### src/rtl/cnv_ctl_pkg.sv
package cnv_ctl_pkg;

   // Transaction phase of the bus target
   typedef enum logic [2:0] {
      PH_IDLE     = 3'd0,
      PH_ADDR     = 3'd1,
      PH_ADDR_ACK = 3'd2,
      PH_DATA     = 3'd3,
      PH_DATA_ACK = 3'd4,
      PH_SKIP     = 3'd5
   } phase_t;

   localparam int BYTE_BITS = 8;
   localparam int ADDR_BITS = 7;

endpackage

### src/rtl/cnv_line_sync.sv
module cnv_line_sync #(
   parameter int STAGES = 2
) (
   input  logic clk,
   input  logic rst_n,
   input  logic scl_raw,
   input  logic sda_raw,
   output logic sda_s,
   output logic scl_rise,
   output logic scl_fall,
   output logic start_det,
   output logic stop_det
);

   localparam int LINES = 2;

   if (STAGES < 2) begin : g_bad_stages
      $error("cnv_line_sync: STAGES must be at least 2");
   end

   logic [LINES-1:0] raw;
   logic [LINES-1:0] synced;
   logic [LINES-1:0] prev;

   assign raw = {sda_raw, scl_raw};

   for (genvar g = 0; g < LINES; g++) begin : g_line
      logic [STAGES-1:0] chain;
      always_ff @(posedge clk or negedge rst_n) begin
         if (!rst_n) chain <= '1;
         else        chain <= {chain[STAGES-2:0], raw[g]};
      end
      assign synced[g] = chain[STAGES-1];
   end

   always_ff @(posedge clk or negedge rst_n) begin
      if (!rst_n) prev <= '1;
      else        prev <= synced;
   end

   // index 0 = clock line, index 1 = data line
   assign sda_s     = synced[1];
   assign scl_rise  =  synced[0] & ~prev[0];
   assign scl_fall  = ~synced[0] &  prev[0];
   assign start_det =  synced[0] &  prev[0] &  prev[1] & ~synced[1];
   assign stop_det  =  synced[0] &  prev[0] & ~prev[1] &  synced[1];

endmodule

### src/rtl/cnv_bus_engine.sv
module cnv_bus_engine
   import cnv_ctl_pkg::*;
#(
   parameter logic [6:0] OWN_ADDR  = 7'b0010100,
   parameter logic [6:0] SYNC_ADDR = 7'b1110111,
   parameter bit         GLOBAL_EN = 1'b1,
   parameter int         RATE_BIT  = 0
) (
   input  logic clk,
   input  logic rst_n,
   input  logic sda_s,
   input  logic scl_rise,
   input  logic scl_fall,
   input  logic start_det,
   input  logic stop_det,
   input  logic conv_busy_i,
   output logic ack_drive_o,
   output logic commit_stb_o,
   output logic commit_load_o,
   output logic rate_new_o
);

   localparam int CNT_W = $clog2(BYTE_BITS + 1);
   localparam logic [CNT_W-1:0] LAST_BIT = CNT_W'(BYTE_BITS);

   if (RATE_BIT < 0 || RATE_BIT >= BYTE_BITS) begin : g_bad_rate_bit
      $error("cnv_bus_engine: RATE_BIT out of byte range");
   end
   if (GLOBAL_EN && (OWN_ADDR == SYNC_ADDR)) begin : g_bad_addr
      $error("cnv_bus_engine: own and broadcast address must differ");
   end

   phase_t               phase;
   logic [BYTE_BITS-1:0] shreg;
   logic [CNT_W-1:0]     bitcnt;
   logic                 armed;
   logic                 got_byte;
   logic                 pend_rate;
   logic                 stb_q;
   logic                 load_q;
   logic                 addr_hit;
   logic                 byte_done;

   // Address compare: broadcast match is a build option
   if (GLOBAL_EN) begin : g_match_both
      assign addr_hit = (shreg[7:1] == OWN_ADDR) || (shreg[7:1] == SYNC_ADDR);
   end else begin : g_match_own
      assign addr_hit = (shreg[7:1] == OWN_ADDR);
   end

   assign byte_done = scl_fall && (bitcnt == LAST_BIT);

   always_ff @(posedge clk or negedge rst_n) begin
      if (!rst_n) begin
         phase     <= PH_IDLE;
         shreg     <= '0;
         bitcnt    <= '0;
         armed     <= 1'b0;
         got_byte  <= 1'b0;
         pend_rate <= 1'b0;
         stb_q     <= 1'b0;
         load_q    <= 1'b0;
      end else begin
         stb_q <= 1'b0;
         if (stop_det) begin
            stb_q    <= armed;
            load_q   <= got_byte;
            phase    <= PH_IDLE;
            armed    <= 1'b0;
            got_byte <= 1'b0;
            bitcnt   <= '0;
         end else if (start_det) begin
            phase    <= PH_ADDR;
            bitcnt   <= '0;
            armed    <= 1'b0;
            got_byte <= 1'b0;
         end else begin
            case (phase)
               PH_ADDR: begin
                  if (scl_rise && bitcnt < LAST_BIT) begin
                     shreg  <= {shreg[BYTE_BITS-2:0], sda_s};
                     bitcnt <= bitcnt + 1'b1;
                  end else if (byte_done) begin
                     if (addr_hit && !shreg[0] && !conv_busy_i) phase <= PH_ADDR_ACK;
                     else                                       phase <= PH_SKIP;
                  end
               end
               PH_ADDR_ACK: begin
                  if (scl_fall) begin
                     phase  <= PH_DATA;
                     bitcnt <= '0;
                     armed  <= 1'b1;
                  end
               end
               PH_DATA: begin
                  if (scl_rise && bitcnt < LAST_BIT) begin
                     shreg  <= {shreg[BYTE_BITS-2:0], sda_s};
                     bitcnt <= bitcnt + 1'b1;
                  end else if (byte_done) begin
                     pend_rate <= shreg[RATE_BIT];
                     phase     <= PH_DATA_ACK;
                  end
               end
               PH_DATA_ACK: begin
                  if (scl_fall) begin
                     got_byte <= 1'b1;
                     phase    <= PH_SKIP;
                  end
               end
               default: ;
            endcase
         end
      end
   end

   assign ack_drive_o   = (phase == PH_ADDR_ACK) || (phase == PH_DATA_ACK);
   assign commit_stb_o  = stb_q;
   assign commit_load_o = load_q;
   assign rate_new_o    = pend_rate;

   // acknowledge drive only begins right after a clock falling edge
   assert_ack_on_fall_R1: assert property (@(posedge clk) disable iff (!rst_n)
      $rose(ack_drive_o) |-> $past(scl_fall));

   // acknowledge release follows a falling edge or a bus condition
   assert_ack_release_R1: assert property (@(posedge clk) disable iff (!rst_n)
      $fell(ack_drive_o) |-> $past(scl_fall || start_det || stop_det));

   // an address acknowledge never follows a busy converter
   assert_no_ack_busy_R3: assert property (@(posedge clk) disable iff (!rst_n)
      ($rose(ack_drive_o) && $past(phase) == PH_ADDR) |-> !$past(conv_busy_i));

endmodule

### src/rtl/cnv_cfg_commit.sv
module cnv_cfg_commit #(
   parameter bit RESET_RATE = 1'b0
) (
   input  logic clk,
   input  logic rst_n,
   input  logic commit_stb_i,
   input  logic commit_load_i,
   input  logic rate_new_i,
   output logic rate_slow_o,
   output logic conv_start_o
);

   logic rate_q;
   logic start_q;

   always_ff @(posedge clk or negedge rst_n) begin
      if (!rst_n) begin
         rate_q  <= RESET_RATE;
         start_q <= 1'b0;
      end else begin
         start_q <= commit_stb_i;
         if (commit_stb_i && commit_load_i) rate_q <= rate_new_i;
      end
   end

   assign rate_slow_o  = rate_q;
   assign conv_start_o = start_q;

   // the rate only moves together with a start strobe
   assert_rate_with_start_R5: assert property (@(posedge clk) disable iff (!rst_n)
      !$stable(rate_q) |-> start_q);

   // a commit without a data byte keeps the rate
   assert_abort_keeps_rate_R6: assert property (@(posedge clk) disable iff (!rst_n)
      (start_q && !$past(commit_load_i)) |-> $stable(rate_q));

endmodule

### src/rtl/cnv_ctl_i2c_target.sv
module cnv_ctl_i2c_target #(
   parameter logic [6:0] OWN_ADDR    = 7'b0010100,
   parameter logic [6:0] SYNC_ADDR   = 7'b1110111,
   parameter bit         GLOBAL_EN   = 1'b1,
   parameter int         SYNC_STAGES = 2,
   parameter int         RATE_BIT    = 0,
   parameter bit         RESET_RATE  = 1'b0
) (
   input  logic clk,
   input  logic rst_n,
   input  logic scl_i,
   input  logic sda_i,
   output logic sda_drive_low_o,
   input  logic conv_busy_i,
   output logic conv_start_o,
   output logic rate_slow_o
);

   logic sda_s, scl_rise, scl_fall, start_det, stop_det;
   logic commit_stb, commit_load, rate_new;

   cnv_line_sync #(.STAGES(SYNC_STAGES)) u_sync (
      .clk       (clk),
      .rst_n     (rst_n),
      .scl_raw   (scl_i),
      .sda_raw   (sda_i),
      .sda_s     (sda_s),
      .scl_rise  (scl_rise),
      .scl_fall  (scl_fall),
      .start_det (start_det),
      .stop_det  (stop_det)
   );

   cnv_bus_engine #(
      .OWN_ADDR  (OWN_ADDR),
      .SYNC_ADDR (SYNC_ADDR),
      .GLOBAL_EN (GLOBAL_EN),
      .RATE_BIT  (RATE_BIT)
   ) u_engine (
      .clk           (clk),
      .rst_n         (rst_n),
      .sda_s         (sda_s),
      .scl_rise      (scl_rise),
      .scl_fall      (scl_fall),
      .start_det     (start_det),
      .stop_det      (stop_det),
      .conv_busy_i   (conv_busy_i),
      .ack_drive_o   (sda_drive_low_o),
      .commit_stb_o  (commit_stb),
      .commit_load_o (commit_load),
      .rate_new_o    (rate_new)
   );

   cnv_cfg_commit #(.RESET_RATE(RESET_RATE)) u_commit (
      .clk           (clk),
      .rst_n         (rst_n),
      .commit_stb_i  (commit_stb),
      .commit_load_i (commit_load),
      .rate_new_i    (rate_new),
      .rate_slow_o   (rate_slow_o),
      .conv_start_o  (conv_start_o)
   );

   // strobe is a single clock wide
   assert_start_one_clock_R9: assert property (@(posedge clk) disable iff (!rst_n)
      conv_start_o |=> !conv_start_o);

   // strobe trails a detected STOP by two clocks
   assert_start_after_stop_R9: assert property (@(posedge clk) disable iff (!rst_n)
      conv_start_o |-> $past(stop_det, 2));

endmodule

### config.mk
export PLATFORM = sky130hd
export DESIGN_NAME = cnv_ctl_i2c_target
export DESIGN_NICKNAME = d
export VERILOG_FILES = /design/src/rtl/cnv_ctl_pkg.sv /design/src/rtl/cnv_line_sync.sv /design/src/rtl/cnv_bus_engine.sv /design/src/rtl/cnv_cfg_commit.sv /design/src/rtl/cnv_ctl_i2c_target.sv
export SDC_FILE = /design/constraint.sdc
export NUM_CORES = 1
export LEC_CHECK = 0
export ABC_CLOCK_PERIOD_IN_PS = 2450
export BUFFER_PORTS_ARGS = -buffer_cell sky130_fd_sc_hd__clkbuf_2
export CORE_MARGIN = 3
export CORE_UTILIZATION = 62
export CTS_CLUSTER_SIZE = 12
export DETAILED_ROUTE_END_ITERATION = 8
export GPL_TIMING_DRIVEN = 0
export PLACE_DENSITY_LB_ADDON = 0.2
export SETUP_SLACK_MARGIN = 0.2
export SYNTH_ARGS = -nofsm -noshare
export SYNTH_HDL_FRONTEND = slang
export SYNTH_SLANG_ARGS = --single-unit
### constraint.sdc
create_clock -name clk -period 2.45 [get_ports clk]
set_input_delay 0.3675 -clock clk [delete_from_list [all_inputs] [get_ports clk]]
set_output_delay 0.3675 -clock clk [all_outputs]
set_load 0.1 [all_outputs]
== After elaboration in Yosys (flattened, before gate mapping) ==
Index checks and enable logic that the tools add are counted.

* Add/subtract/negate cells: 1
* Multipliers: 0
* Divide/modulo/power cells: 0
* Order comparisons: 1
* Equality and inequality tests: 14
* Shifts and indexed selects: 0
* Multiplexer cells: 23
* Bitwise operators: 14
* Reduce and logical (&&, ||, !) cells: 21

{| class="wikitable"
|+ Operators with widths
! operator !! number
|-
| 2-to-1 mux 3 bit || 9
|-
| 2-to-1 mux 4 bit || 4
|-
| != test 4 x 3 -> 1 bit (second input constant) || 4
|-
| one-hot mux 3 bit (4 select lines) || 1
|-
| nonzero test 3 bit || 3
|-
| 2-to-1 mux 1 bit || 8
|-
| != test 4 bit (second input constant) || 2
|-
| one-hot mux 4 bit (2 select lines) || 1
|-
| AND 1 bit || 7
|-
| == test 7 x 5 -> 1 bit (second input constant) || 1
|-
| == test 7 bit (second input constant) || 1
|-
| NOT 1 bit || 7
|-
| AND reduction 7 bit || 1
|-
| == test 3 x 2 -> 1 bit (second input constant) || 2
|-
| nonzero test 6 bit || 1
|-
| logical AND 1 bit || 5
|-
| AND reduction 5 bit || 1
|-
| adder 4 x 1 -> 4 bit (second input constant) || 1
|-
| == test 4 bit (second input constant) || 1
|-
| less-than comparator 4 bit (second input constant) || 1
|-
| != test 4 x 1 -> 1 bit (second input constant) || 1
|-
| AND reduction 2 bit || 2
|-
| AND reduction 4 bit || 1
|-
| nonzero test 4 bit || 1
|-
| 6 further kinds || 8
|}

* Bits in registers: 28
* Bits in latches: 0
* RAM bits: 0
* ROM bits: 0
* Input bits: 5
* Output and inout bits: 3
* Memories kept: 0

== Depth between registers and ports, before layout ==
Gate-level depths: netlist of the first run.

* Depth after elaboration: 10
* Depth in mapped cells: 6

== By module ==
Synthesis of the first run repeated with hierarchy kept, for this count alone.

* Cells, all modules: 101
* Area total of the unflattened synthesis: 1288.7 um2

{| class="wikitable"
|+ By module, submodules not included
! module !! instances !! cells an instance !! area an instance (um2) !! seq. area each (um2)
|-
| cnv_bus_engine || 1 || 87 || 1029.7 || 500.5
|-
| cnv_line_sync || 1 || 10 || 190.2 || 157.7
|-
| cnv_cfg_commit || 1 || 4 || 68.8 || 50.0
|}

== Least setup slack after synthesis of the first run ==
OpenSTA, ideal clock, no wires.

* Kind: flip-flop to output port
* Start point: reg u_engine.phase[2]
* End point: out sda_drive_low_o
* Arrival time: 2.159 ns
* Data required time: 2.082 ns
* Setup slack: -0.077 ns
* Stages on the path, launching flop included: 4
* Cells stage by stage: dfrtp_1 > buf_2 > nand2b_1 > a21oi_1

* Longest elaborated chain between the ends: 2
* Elaborated cells between the ends (all ways): 3
* Classes of those cells: eq/ne (2); reduce/logical (1)

{| class="wikitable"
|+ RTL lines
! item !! RTL line !! RTL
|-
| from (decl) || cnv_bus_engine.sv:33 || <nowiki>phase_t phase;</nowiki>
|-
| from (signal assigned) || cnv_bus_engine.sv:55 || <nowiki>phase <= PH_IDLE;</nowiki>
|-
| from (signal assigned) || cnv_bus_engine.sv:68 || <nowiki>phase <= PH_IDLE;</nowiki>
|-
| from (signal assigned) || cnv_bus_engine.sv:73 || <nowiki>phase <= PH_ADDR;</nowiki>
|-
| == test 3 x 2 -> 1 bit or == test 3 bit (tied branches) || cnv_bus_engine.sv:116 || <nowiki>assign ack_drive_o = (phase == PH_ADDR_ACK) || (phase == PH_DATA_ACK);</nowiki>
|-
| logical OR 1 bit (*) || cnv_bus_engine.sv:116 ||
|-
| to (decl) || cnv_ctl_i2c_target.sv:13 || <nowiki>output logic sda_drive_low_o,</nowiki>
|}

Every way passes the cells marked *; elsewhere a longest branch is shown, timed or not.

== Worst setup path after layout of the first run ==
Same ends and word-level chain as after synthesis.

==> results of run 1 <==
## report_power, final
| group | internal (mW) | total [mW] | switching (mW) |
|---|---|---|---|
| clock | 0.166 | 0.302 | 0.136 |
| combinational | 0.142 | 0.321 | 0.179 |
| sequential | 0.538 | 0.597 | 0.0588 |
## state kept, by name (all words and copies together) (netlist names)
register,flops
u_engine.rate_new_o,1
u_commit.conv_start_o,1
u_engine.phase,3
u_engine.commit_stb_o,1
u_sync.prev,2
u_engine.shreg,8
u_engine.commit_load_o,1
u_engine.armed,1
u_engine.bitcnt,4
u_sync.g_line.chain,4
u_engine.got_byte,1
u_commit.rate_slow_o,1
## layout by cell type, fill, tap and decap left out, types with 3 or more instances in the layout
cell type  instances
dfrtp_1           22
mux2_4             8
clkbuf_2           7
dfstp_2            6
inv_1              5
nand2b_1           4
nor2_1             4
mux2_2             4
nand2_1            3
xor2_1             3
nor3_1             3
o21ai_0            3
clkbuf_4           3
## final timing paths
check	start	to	slack [ps]
min in group clk	sda_i	u_sync.g_line[1].chain[0]	90
min reg2reg	u_sync.g_line[0].chain[0]	u_sync.g_line[0].chain[1]	370
max	u_engine.phase[2]	sda_drive_low_o	370
max reg2reg	u_sync.prev[0]	u_engine.rate_new_o	640
max in group asynchronous	rst_n	u_engine.phase[0]	1980
min	rst_n	u_engine.rate_new_o	30
## per-layer routing
layer	up-vias	part of all wire	global-route usage
li1	406	-	-
met3	9	0.042	0.02865
met2	28	0.46	0.3201
met4	0	0.028	0.1048
met1	427	0.47	0.2795
met5	-	0	0
## kinds of logic (layout without fill, tap and decap cells)
family / Yosys count / count (layout) / synth area share
adders and majority gates: 2 / 2 / 0.01903
buffers and inverters: 11 / 22 / 0.04187
and+or+nand+nor: 31 / 31 / 0.1503
AOI/OAI and AO/OA: 18 / 18 / 0.09801
xor gates and xnor gates: 4 / 4 / 0.02665
muxes: 12 / 12 / 0.1256
DFF: 28 / 28 / 0.5385
## worst max-delay path, cell delays in order, from the launching register on
cell and delay, ps:
dfrtp_1 380, buf_2 170, nand2b_1 230, a21oi_2 140, clkbuf_2 460
## through the flow
stage	worst slack [ps]	util	hold WS [ps]	power (mW)	instance area [µm²]
after floorplan	463.9	-	71.91	0.8482	1319
after global placement	654.2	0.7001	349.5	0.9069	1388
after detailed placement	667.6	0.7001	347.9	0.9208	1388
after CTS	357.5	0.7266	55.56	1.223	1440
after global routing	271.3	0.7266	58.27	1.281	1440
final	374.1	0.7266	30.21	1.219	1440
## cell type report
type / count / area share
clock inverters: 1 / 0.02085
multi-input cells: 67 / 0.3858
plain buffers: 4 / 0.01998
inverters: 7 / 0.01825
flip-flops and latches: 28 / 0.4917
clock buffers: 3 / 0.01564
repair buffers: 7 / 0.02433
well taps: 27 / 0.02346
==> flow_summary_export.csv, run 1 <==
group,metric,value,unit
timing,clock_skew,9.711,ps
timing,rsz0062_at_grt,"false",
global_route,grt_first_pass_wirelength,3974,µm
timing,setup_tns,0,ps
clock_tree,clockBufferDepth,2,
pwr,cellPowerDensity,846.8,nW/µm²
detailed_routing,drt_iter0_markers,28,
finish,antenna_cells,0,
setup_path,cp.required,2080,ps
timing,final_max_slew_viol_count,0,
synthesis,synth_edf_count,0,
min_path,min_path_type,"in -> async",
finish,drive_above_1_share,0.3162,
timing,timing.final.crit_share,0.8473,
run_status,outcome,"finished, final reports clean",
timing,relSlewSlack,0.5558,
floorplan,fp.coreArea,1982,µm²
synthesis,syn_inst,106,
synthesis,yosys.area.top_type,"dfrtp_1",
finish,fin_cells,144,
synthesis,ys_seq_area_frac,0.5385,
floorplan,die_w,52.06,µm
timing,tightest_slew,666.3,ps
global_route,grt_max_degree,29,
placed_design,port_buffers,7,
clock_tree,postCtsResizedCells,0,
global_route,grt_usage,0.2057,
setup_path,cp_max_fo,9,
setup_path,worst_setup_path_end_kind,"output pin",
synthesis,synth_common_cells,"22 x dfrtp_1, 8 x mux2_4, 6 x dfstp_2, 5 x inv_1",
timing,period_needed,2076,ps
clock_tree,ctsRootBufferMaster,"clkbuf_4",
synthesis,ys_seq_elements,28,
pwr,peakVddDrop,0.5368,mV
finish,nets,125,
global_route,grt_pass1_vias,873,
finish,nFillCells,136,
setup_path,arrival,1710,ps
global_route,antenna_found_initial,0,
clock_tree,cts_buffers,3,
finish,syn2layout_area_growth,9.515,%
clock_tree,clk_pin_slew,150,ps
timing,fmaxAchievable,481.7,MHz
pwr,p_leak,0.6842,nW
floorplan,dieArea,2710,µm²
global_route,gr-total-overflow,0,
synthesis,synthArstFlopShare,1.000,
synthesis,ys_warn_count,0,
detailed_routing,ant_nets,0,
synthesis,yosysMostFrequentCell,"dfrtp_1",
timing,finalSetupViolations,0,
synthesis,synth_cell_types,40,
detailed_routing,wl_per_cell,15.69,µm
floorplan,start_util,0.6635,
finish,seqCellArea,708.2,µm²
setup_path,worstSetupPathType,"reg -> out",
floorplan,rows,16,
detailed_routing,num_vias,870,
finish,multi_input_area,555.5,µm²
clock_tree,cts_tree,"yes",
synthesis,synth_area_leaders,"dfrtp_1 42%, dfstp_2 12%, mux2_4 9.1%",
setup_path,worstSetupStartpointType,"register",
detailed_routing,drt-total-wl,2259,µm
floorplan,io_pins,8,
detailed_routing,drc,0,
clock_tree,ctsHoldBuffers,0,
clock_tree,cts.htree.levels,1,
detailed_routing,vias_per_cell,6.042,
placed_design,placed_cells,140,
placed_design,dp_hpwl,1566,µm
floorplan,dieHeight,52.06,µm
detailed_routing,drtPass1Iterations,5,
synthesis,syn_area_per_cell,12.41,µm²
job,drv_cap,0,
setup_path,worst_r2r_path_depth,4,
synthesis,ys.flop_type,"dfrtp_1",
clock_tree,clock_latency,330,ps
timing,hold_viol,0,
clock_tree,cts.sinks,28,
synthesis,syn_area,1315,µm²
synthesis,synth_top_area_share,0.4186,
synthesis,synth_nets,113,
clock_tree,cts_setup_buffers,0,
placed_design,place.gp.congestion,0.9105,
No activity file was read; power rests on OpenSTA's default activity.
==> inputs of run 2 (changes only) <==
- ABC_AREA: unset -> 1
- ABC_CLOCK_PERIOD_IN_PS: 2450 -> 1700
- CORE_UTILIZATION: 62 -> 53
- clock period: 2.45 -> 1.7 ns (I/O delays scaled with it)
==> run 2 against run 1 <==
Non-clock buffer count increased by 15; final cell count increased by 45%; flip-flop and latch count unchanged; critical endpoint unchanged; sequential share of layout area decreased by 9.0 points; global-route usage decreased by 3.0 points; highest routed layer unchanged; sequential power increased by 49%; synthesized cell count increased by 42%.
==> flow_summary_export.csv, run 2 <==
group,metric,value,unit
run_status,outcome,"finished, final reports clean",
synthesis,ys_seq_area_frac,0.5221,
synthesis,synth_top_area_share,0.4059,
global_route,antenna_found_initial,0,
detailed_routing,drt_iter0_markers,34,
finish,syn2layout_area_growth,30.81,%
setup_path,regToRegSetupSlack,120,ps
floorplan,fp.coreArea,2318,µm²
floorplan,start_util,0.5850,
synthesis,ys_seq_elements,28,
synthesis,synth_edf_count,0,
pwr,peakVddDrop,0.7897,mV
setup_path,cp.required,1440,ps
synthesis,synth_area_leaders,"dfrtp_1 41%, dfstp_2 12%, nand2_1 9.7%",
floorplan,dieHeight,56.59,µm
floorplan,dieArea,3202,µm²
clock_tree,cts_tree,"yes",
setup_path,worst_setup_path_end_kind,"output pin",
clock_tree,cts_buffers,3,
detailed_routing,wl_per_cell,14.12,µm
global_route,grt_usage,0.1761,
finish,fin_cells,209,
placed_design,pre_cts_ws,150.5,ps
placed_design,port_buffers,7,
timing,hold_slack,367.5,ps
setup_path,cp_max_fo,4,
global_route,grt_pass1_vias,1003,
clock_tree,clockBufferDepth,2,
min_path,holdPathStages,0,
timing,timing.final.crit_share,0.9482,
min_path,hp-start,"u_sync.g_line[0].chain[0]",
finish,largest_register_ff_count,8,
floorplan,rows,17,
detailed_routing,drt-total-wl,2952,µm
synthesis,synthArstFlopShare,1.000,
clock_tree,cts.sinks,28,
timing,tightest_slew,653.0,ps
finish,nets,189,
timing,setup_tns,0,ps
placed_design,place.gp.congestion,0.7723,
timing,hold_viol,0,
min_path,holdPathEnd,"u_sync.g_line[0].chain[1]",
job,drv_cap,0,
timing,fmaxAchievable,620.4,MHz
setup_path,worst_r2r_path_depth,7,
global_route,grt_max_degree,29,
timing,rsz0062_at_grt,"true",
detailed_routing,num_vias,1105,
detailed_routing,ant_nets,0,
placed_design,placed_cells,186,
global_route,gr-total-overflow,0,
synthesis,syn_area_per_cell,8.982,µm²
pwr,p_leak,0.8653,nW
synthesis,yosys.area.top_type,"dfrtp_1",
detailed_routing,vias_per_cell,5.287,
setup_path,worstSetupPathType,"reg -> out",
pwr,cellPowerDensity,1092,nW/µm²
timing,final_max_slew_viol_count,0,
timing,finalSetupViolations,0,
global_route,grt_first_pass_wirelength,4422,µm
timing,relSlewSlack,0.5647,
detailed_routing,drtPass1Iterations,4,
synthesis,ys.flop_type,"dfrtp_1",
clock_tree,ctsRootBufferMaster,"clkbuf_4",
setup_path,slowest_stage,"dfrtp_2",
finish,final_cell_mix,"31 x nand2_1, 24 x inv_1, 19 x dfrtp_1",
setup_path,cp_cell_sequence,"inv_2 -> nand2_4 -> o21ai_4 -> clkbuf_16",
pwr,total_power,1.937,mW
synthesis,synth_cell_types,23,
placed_design,dp_hpwl,1645,µm
floorplan,io_pins,8,
setup_path,worstReg2RegEnd,"u_engine.shreg[3]",
synthesis,syn_area,1356,µm²
finish,top_register,"u_engine.shreg",
clock_tree,clock_latency,350,ps
finish,final_common_cell,"nand2_1",
floorplan,die_w,56.59,µm
min_path,min_path_type,"reg -> reg",
finish,nFillCells,136,
timing,period_needed,1612,ps
setup_path,reg2reg_from,"u_engine.phase[2]",
finish,antenna_cells,0,
timing,timing.final.ws_setup,88.05,ps
synthesis,syn_inst,151,
synthesis,synth_nets,158,
detailed_routing,drc,0,
synthesis,synth_common_cells,"35 x nand2_1, 24 x inv_1, 22 x dfrtp_1, 16 x nand3_1, 13 x nor2_1",
clock_tree,clk_pin_slew,150,ps
synthesis,yosysMostFrequentCell,"nand2_1",
finish,drive_above_1_share,0.3702,
timing,clock_skew,3.495,ps
clock_tree,cts.htree.levels,1,
setup_path,arrival,1360,ps
finish,reg_top3,"u_engine.shreg x8, u_engine.bitcnt x4, u_sync.g_line.chain x4",
synthesis,ys_warn_count,0,
setup_path,crit_start,"u_engine.phase[2]",
setup_path,worstSetupStartpointType,"register",
setup_path,slowest_delay,460,ps
run 2: logic make-up (layout without fill, tap and decap cells):
group | after synthesis | count (layout) | synth area share
xor+xnor | 1 | 1 | 0.006459
flops | 28 | 28 | 0.5221
simple gates | 72 | 73 | 0.2417
buf+inv | 28 | 57 | 0.08949
fa+ha+maj | 2 | 2 | 0.01845
compound gates | 20 | 20 | 0.1218
run 2: stage by stage:
stage	utilization	area (µm²)
after floorplan	-	1368
after global placement	0.6201	1438
after detailed placement	0.6201	1438
after CTS	0.6827	1583
after global routing	0.7652	1774
final	0.7652	1774
run 2: final cells by class:
class                           count  area (µm²)  share of cell area
Clock inverter                      1       30.03             0.01693
Clock buffer                        3       22.52             0.01269
Tap cell                           28       35.03             0.01975
Multi-Input combinational cell     96       603.1              0.3399
Sequential cell                    28       711.9              0.4013
Buffer                              1       20.02             0.01128
Timing Repair Buffer               25       250.2              0.1410
Inverter                           27       101.3             0.05712
run 2: what timing repair did:
item                                    CTS  global route
hold endpoints to repair                 24             0
setup buffers                             5             9
gates cloned                              0             2
resized for setup                         6            20
pin swaps                                 2             4
endpoints found under the setup margin    1            16
hold buffers                              3             0
run 2: routing by layer:
layer,track usage,vias up,wire [µm]
li1,-,536,-
met1,0.2296,541,1296
met2,0.2954,21,1495
met3,0.02759,7,94
met4,0.06102,0,65
met5,0,-,0
run 2: critical path: cells and delay by family, from the launching register on:
kind / cells / cell delay, ps
flip-flops: 1 / 460
buffers and inverters: 2 / 310
AO/OA/AOI/OAI: 1 / 160
AND/OR/NAND/NOR: 1 / 70
run 2: worst max-delay path by stage:
| stage | cells after the start | to | slack, ps |
|---|---|---|---|
| floorplan | 7 | u_engine.phase[0] | 210 |
| global placement | 4 | sda_drive_low_o | 160 |
| detailed placement | 4 | sda_drive_low_o | 150 |
| CTS | 4 | sda_drive_low_o | 110 |
| global route | 4 | sda_drive_low_o | 3 |
| finish | 4 | sda_drive_low_o | 90 |
run 2: power breakdown:
part	leakage, nW	internal, mW	switching (mW)
sequential	0.349	0.790	0.0971
combinational	0.488	0.269	0.331
clock	0.0279	0.239	0.210
